--- src/rtl/tcd_pkg.sv ---
package tcd_pkg;
  localparam int SEL_W   = 4;
  localparam int RATIO_W = 6;

  typedef enum logic [1:0] {TBL_LADDER, TBL_SPARSE, TBL_NOZERO} tbl_e;
  typedef logic [RATIO_W-1:0] ratio_t;
  typedef logic [SEL_W-1:0]   sel_t;

  // Rising ladder of ratios shared by all three tables.
  function automatic ratio_t ladder(input int unsigned idx);
    case (idx)
      0:       return ratio_t'(2);
      1:       return ratio_t'(3);
      2:       return ratio_t'(4);
      3:       return ratio_t'(6);
      4:       return ratio_t'(8);
      5:       return ratio_t'(12);
      6:       return ratio_t'(16);
      7:       return ratio_t'(18);
      8:       return ratio_t'(24);
      9:       return ratio_t'(36);
      10:      return ratio_t'(48);
      default: return ratio_t'(0);
    endcase
  endfunction

  // Returns the ratio for a code; zero marks a reserved code.
  function automatic ratio_t ratio_of(input tbl_e t, input sel_t code);
    int unsigned idx;
    logic        on_ladder;
    on_ladder = 1'b1;
    if (code <= sel_t'(8))       idx = 32'(code);
    else if (code == sel_t'(10)) idx = 9;
    else if (code == sel_t'(11)) idx = 10;
    else begin
      idx       = 0;
      on_ladder = 1'b0;
    end
    case (t)
      TBL_LADDER: return on_ladder ? ladder(idx) : ratio_t'(0);
      TBL_SPARSE: begin
        if (code == sel_t'(12)) return ratio_t'(10);
        return (on_ladder && code >= sel_t'(4)) ? ladder(idx) : ratio_t'(0);
      end
      default: return (on_ladder && code != sel_t'(0)) ? ladder(idx) : ratio_t'(0);
    endcase
  endfunction

  function automatic ratio_t boot_ratio(input tbl_e t);
    case (t)
      TBL_LADDER: return ratio_t'(2);
      TBL_SPARSE: return ratio_t'(8);
      default:    return ratio_t'(3);
    endcase
  endfunction
endpackage

--- src/rtl/tcd_decode.sv ---
module tcd_decode
  import tcd_pkg::*;
#(
  parameter tbl_e TBL = TBL_LADDER
) (
  input  logic [SEL_W-1:0]   sel_i,
  output logic [RATIO_W-1:0] ratio_o,
  output logic               valid_o
);
  assign ratio_o = ratio_of(TBL, sel_i);
  assign valid_o = (ratio_o != '0);
endmodule

--- src/rtl/tcd_channel.sv ---
module tcd_channel
  import tcd_pkg::*;
#(
  parameter tbl_e TBL = TBL_LADDER
) (
  input  logic             clk,
  input  logic             rst_n,
  input  logic [SEL_W-1:0] sel_i,
  input  logic             gate_off_i,
  output logic             pulse_o,
  output logic             divclk_o,
  output logic             err_o
);
  ratio_t ratio_q, cnt_q, new_ratio;
  logic   code_ok, run_q, pulse_q, clk_q, err_q;
  logic   at_end, boundary, load_ratio, half_on;

  tcd_decode #(.TBL(TBL)) u_dec (
    .sel_i   (sel_i),
    .ratio_o (new_ratio),
    .valid_o (code_ok)
  );

  // Named events used by logic and assertions.
  assign at_end     = run_q && (cnt_q == ratio_q - ratio_t'(1));
  assign boundary   = at_end || !run_q;
  assign load_ratio = code_ok && boundary;
  assign half_on    = run_q && (cnt_q < (ratio_q >> 1));

  always_ff @(posedge clk or negedge rst_n) begin
    if (!rst_n) begin
      ratio_q <= boot_ratio(TBL);
      cnt_q   <= '0;
      run_q   <= 1'b1;
      pulse_q <= 1'b0;
      clk_q   <= 1'b0;
      err_q   <= 1'b0;
    end else begin
      pulse_q <= at_end;
      clk_q   <= half_on;
      err_q   <= err_q | !code_ok;
      if (load_ratio) ratio_q <= new_ratio;
      if (boundary) begin
        cnt_q <= '0;
        run_q <= !gate_off_i;
      end else begin
        cnt_q <= cnt_q + ratio_t'(1);
      end
    end
  end

  assign pulse_o  = pulse_q;
  assign divclk_o = clk_q;
  assign err_o    = err_q;

  assert_cnt_range_R4: assert property (@(posedge clk) disable iff (!rst_n)
    cnt_q < ratio_q);
  assert_pulse_single_R4: assert property (@(posedge clk) disable iff (!rst_n)
    pulse_q |=> !pulse_q);
  assert_ratio_at_boundary_R5: assert property (@(posedge clk) disable iff (!rst_n)
    !$stable(ratio_q) |-> $past(boundary));
  assert_reserved_holds_R6: assert property (@(posedge clk) disable iff (!rst_n)
    !code_ok |=> $stable(ratio_q));
  assert_err_sticky_R6: assert property (@(posedge clk) disable iff (!rst_n)
    err_q |=> err_q);
  assert_stopped_quiet_R7: assert property (@(posedge clk) disable iff (!rst_n)
    !run_q |=> (!pulse_q && !clk_q));
  assert_restart_zero_R8: assert property (@(posedge clk) disable iff (!rst_n)
    $rose(run_q) |-> (cnt_q == '0));
endmodule

--- src/rtl/tbl_clkdiv_top.sv ---
module tbl_clkdiv_top
  import tcd_pkg::*;
#(
  parameter int NUM_SHARED = 3,
  parameter int GATE_BIT   = 8
) (
  input  logic                        clk,
  input  logic                        rst_n,
  input  logic [NUM_SHARED*SEL_W-1:0] share_ctl,
  input  logic [GATE_BIT:0]           gate_ctl,
  output logic [NUM_SHARED:0]         pulse_o,
  output logic [NUM_SHARED:0]         divclk_o,
  output logic [NUM_SHARED:0]         err_o
);
  localparam int GATED_CH = NUM_SHARED;

  logic unused_gate_bits;
  assign unused_gate_bits = ^gate_ctl[GATE_BIT-1:SEL_W];

  for (genvar g = 0; g < NUM_SHARED; g++) begin : g_shared
    localparam tbl_e TBL_G = (g == 0) ? TBL_LADDER : TBL_SPARSE;
    localparam int   LSB_G = (NUM_SHARED - 1 - g) * SEL_W;
    tcd_channel #(.TBL(TBL_G)) u_ch (
      .clk        (clk),
      .rst_n      (rst_n),
      .sel_i      (share_ctl[LSB_G +: SEL_W]),
      .gate_off_i (1'b0),
      .pulse_o    (pulse_o[g]),
      .divclk_o   (divclk_o[g]),
      .err_o      (err_o[g])
    );
  end

  tcd_channel #(.TBL(TBL_NOZERO)) u_gated (
    .clk        (clk),
    .rst_n      (rst_n),
    .sel_i      (gate_ctl[SEL_W-1:0]),
    .gate_off_i (gate_ctl[GATE_BIT]),
    .pulse_o    (pulse_o[GATED_CH]),
    .divclk_o   (divclk_o[GATED_CH]),
    .err_o      (err_o[GATED_CH])
  );
endmodule

--- config.mk ---
export PLATFORM = sky130hd
export DESIGN_NAME = tbl_clkdiv_top
export DESIGN_NICKNAME = d
export VERILOG_FILES = /design/src/rtl/tcd_pkg.sv /design/src/rtl/tcd_decode.sv /design/src/rtl/tcd_channel.sv /design/src/rtl/tbl_clkdiv_top.sv
export SDC_FILE = /design/constraint.sdc
export NUM_CORES = 1
export LEC_CHECK = 0
export CELL_PAD_IN_SITES_DETAIL_PLACEMENT = 0
export CELL_PAD_IN_SITES_GLOBAL_PLACEMENT = 1
export CORE_AREA = 2 2 89 91
export DETAILED_ROUTE_END_ITERATION = 6
export DIE_AREA = 0 0 91 93
export DONT_BUFFER_PORTS = 1
export PLACE_DENSITY_LB_ADDON = 0.25
export SLEW_MARGIN = 20
export SYNTH_ARGS = -nofsm -noshare
export SYNTH_HDL_FRONTEND = slang
export SYNTH_SLANG_ARGS = --single-unit
--- constraint.sdc ---
create_clock -name clk -period 3.8 [get_ports clk]
set_clock_uncertainty 0.1 [all_clocks]
set_input_delay 0.19 -clock clk [delete_from_list [all_inputs] [get_ports clk]]
set_output_delay 0.19 -clock clk [all_outputs]
set_load 0.01 [all_outputs]
==> flow_metrics.env <==
export IMPL_intPower_uw=2130
export IMPL_ys_async_sr_fraction=1.00
export IMPL_drt_antenna_violating_nets=0
export IMPL_rows=32
export IMPL_r2r_start="u_gated.ratio_q[0]"
export IMPL_start_kind="flop"
export IMPL_io_pins=35
export IMPL_vias=2876
export IMPL_cts_max_path_buffers=2
export IMPL_p_per_area_nw_per_um2=826
export IMPL_fin_crit_sh=0.666
export IMPL_drtIter0Drc=116
export IMPL_rr_worst_depth=7
export IMPL_antenna_cells=0
export IMPL_power_frac_comb=0.480
export IMPL_fmax_mhz=395
export IMPL_postCtsSetupBuffers=0
export IMPL_fp_dieH_um=93
export IMPL_dr_pass1_iters=6
export IMPL_slowest_stage="dfstp_2"
export IMPL_grt_pass1_vias=2890
export IMPL_cts_reportedPaths_clkPinSlew_ns=0.07
export IMPL_drt_vias_per_instance=5.44
export IMPL_outcome="finished, final reports clean"
export IMPL_ys_warnings_count=0
export IMPL_ys_seq_elements=61
export IMPL_path_delay_family="compound AO/OA/AOI/OAI gates"
export IMPL_hold_viol=0
export IMPL_worst_endpoint_arrival_ns=2.66
export IMPL_synth_cell_types=59
export IMPL_ys_seq_area_frac=0.384
export IMPL_synth_nets=466
export IMPL_worst_r2r_endpoint="u_gated.ratio_q[3]"
export IMPL_pre_cts_slack_ns=1.28
export IMPL_cap_violations=0
export IMPL_core_um2=7530
export IMPL_cts_root_buf="clkbuf_8"
export IMPL_fin_tns_setup_ns=0
export IMPL_grt_busiest_layer="met2"
export IMPL_cp_data_required_time_ns=3.93
export IMPL_grtUsageTotal=0.192
export IMPL_wl_per_cell_um=14.2
export IMPL_rsz0062_at_grt="no"
export IMPL_switching_share=0.409
export IMPL_use_met3=0.0419
export IMPL_crit_chain="inv_1 -> ha_1 -> xnor2_1 -> a311oi_1 -> o211ai_2 -> a211oi_4 -> mux2_2"
export IMPL_wirelength_um=7490
export IMPL_path_max_fanout=6
export IMPL_synth_ff_type="dfrtp_1"
export IMPL_io_buffer_count=0
export IMPL_synth_top_area_cell="dfrtp_1"
export IMPL_grt_util_met1=0.254
export IMPL_antenna_found_initial=0
export IMPL_cts_htree_levels=3
export IMPL_die_area_um2=8460
export IMPL_synth_area_per_cell_um2=9.62
export IMPL_synthCells=415
export IMPL_maxSlewViolCount=0
export IMPL_dp_hpwl_um=5260
export IMPL_cts_tree="done"
export IMPL_p_clk_frac=0.156
export IMPL_hold_path_startpoint="gate_ctl[1]"
export IMPL_vdd_drop_max_uv=321
export IMPL_grt_max_degree=62
export IMPL_gp_congestion=0.817
export IMPL_slowest_delay_ns=0.57
export IMPL_drc=0
export IMPL_startpoint="u_gated.ratio_q[0]"
export IMPL_drive_gt1_frac=0.0913
export IMPL_synth_area_um2=3990
export IMPL_setup_violations=0
export IMPL_synth_top_area_share=0.345
export IMPL_endpoint_kind="flop"
export IMPL_holdPathStages=2
export IMPL_max_slew_margin=0.587
export IMPL_worstMarginPinSlew_ns=0.615
export IMPL_cts_buffers=9
export IMPL_ys_top_cells_by_count="dfrtp_1 (55), nor2_1 (39), inv_1 (34)"
export IMPL_cts_num_sinks=61
export IMPL_die_w_um=91
export IMPL_leakage_uw=0.00194
export IMPL_start_util=0.531
export IMPL_r2r_setup_slack_ns=1.27
export IMPL_fin_ws_ns=1.27
export IMPL_syn_to_final_growth_pct=9.15
export IMPL_hold_path_class="input pin to flop"
export IMPL_overflow=0
export IMPL_yosys_top_cells_area="dfrtp_1 (34%), ha_1 (8.8%), xnor2_1 (6.4%), dfstp_2 (3.9%), nor2_1 (3.7%)"
export IMPL_p_sw_uw=1470
export IMPL_synth_most_common_cell="dfrtp_1"
export IMPL_period_minus_slack_ns=2.53
export IMPL_synth_edf_count=0
export IMPL_holdPathEnd="u_gated.ratio_q[4]"
export IMPL_nets=473
export IMPL_grt_use_met2=0.309
export IMPL_pwr_share_seq=0.364
export IMPL_clk_latency_ns=0.34
export IMPL_crit_type="flop to flop"
export IMPL_nFillCells=686
export IMPL_grt_pass1_wl_um=13100
export IMPL_crit_buf_inv=1
[repair_timing]
item	4_1_cts	5_1_grt
endpoints found under the hold margin	73	0
endpoints found under the setup margin	0	0
gates resized for setup	0	0
hold buffers	14	0
[how the worst max path moves through the flow]
| stage | end | slack [ns] | depth (start not counted) |
|---|---|---|---|
| finish | u_gated.ratio_q[3] | 1.27 | 7 |
| detailed placement | u_gated.ratio_q[3] | 1.28 | 7 |
| floorplan | g_shared[0].u_ch.ratio_q[5] | 1.41 | 9 |
| CTS | u_gated.ratio_q[3] | 1.25 | 7 |
| global route | u_gated.ratio_q[3] | 1.12 | 7 |
| global placement | u_gated.ratio_q[3] | 1.31 | 7 |
[layout make-up]
cell class	instances	area, um2	share of cell area
clock buffer	13	179	0.0410
inverter	34	128	0.0293
multi-input combinational	302	2220	0.508
tap	102	128	0.0293
clock inverter	3	17.5	0.00402
timing repair buffer	14	158	0.0362
sequential	61	1530	0.352
[metrics by stage]
| step | hold slack (ns) | util | power [uW] | instance area (um2) | cells |
|---|---|---|---|---|---|
| floorplan | -0.206 | - | 2740 | 3990 | 415 |
| global placement | -0.204 | 0.532 | 2960 | 4010 | 499 |
| detailed placement | -0.204 | 0.532 | 3030 | 4010 | 499 |
| CTS | 0.00518 | 0.579 | 3640 | 4360 | 529 |
| global route | 0.0107 | 0.579 | 3950 | 4360 | 529 |
| finish | 0.0143 | 0.579 | 3600 | 4360 | 529 |
[layer usage]
metal	part of all wire	up-vias	wire length, um
met5	0	-	0
li1	-	1436	-
met2	0.47	42	3500
met4	0.013	0	96
met3	0.030	8	223
met1	0.49	1390	3670
[power by group through the flow]
stage	Clock, uW	Combinational, uW	Sequential [uW]
floorplan	0	1530	1210
global placement	0	1650	1320
detailed placement	0	1700	1320
CTS	576	1750	1310
global route	607	1980	1360
finish	563	1730	1310
[flip-flops by register name, summed over array words and instances, names as in the netlist]
register	cells
g_shared.u_ch.cnt_q	18
g_shared.u_ch.ratio_q	18
u_gated.cnt_q	6
u_gated.ratio_q	6
g_shared.u_ch.divclk_o	3
g_shared.u_ch.err_o	3
g_shared.u_ch.pulse_o	3
u_gated.divclk_o	1
u_gated.err_o	1
u_gated.pulse_o	1
u_gated.run_q	1
[cell families after synthesis]
family / Yosys count / synth area share
AND/OR/NAND/NOR: 139 / 0.183
adder cells (fa/ha/maj): 28 / 0.0877
XOR/XNOR: 43 / 0.0977
AO/OA/AOI/OAI: 77 / 0.145
buffers and inverters: 52 / 0.0611
multiplexers: 15 / 0.0420
flip-flops: 61 / 0.384
[placed cells by master (no fill, tap or decap), types with 8 or more instances in the layout]
cell type | netlist | final
dlygate4sd3_1 | 0 | 13
dfrtp_1 | 55 | 55
clkbuf_8 | 0 | 13
o21ai_0 | 16 | 16
a21o_1 | 12 | 12
nand3_1 | 10 | 10
nor3_1 | 8 | 8
nand2b_1 | 12 | 12
xor2_1 | 13 | 13
nor2_1 | 39 | 39
ha_1 | 28 | 28
xnor2_1 | 29 | 29
nor2b_1 | 12 | 12
inv_1 | 34 | 34
nand2_1 | 31 | 31
Note: power is estimated with default switching activity, not from simulation.
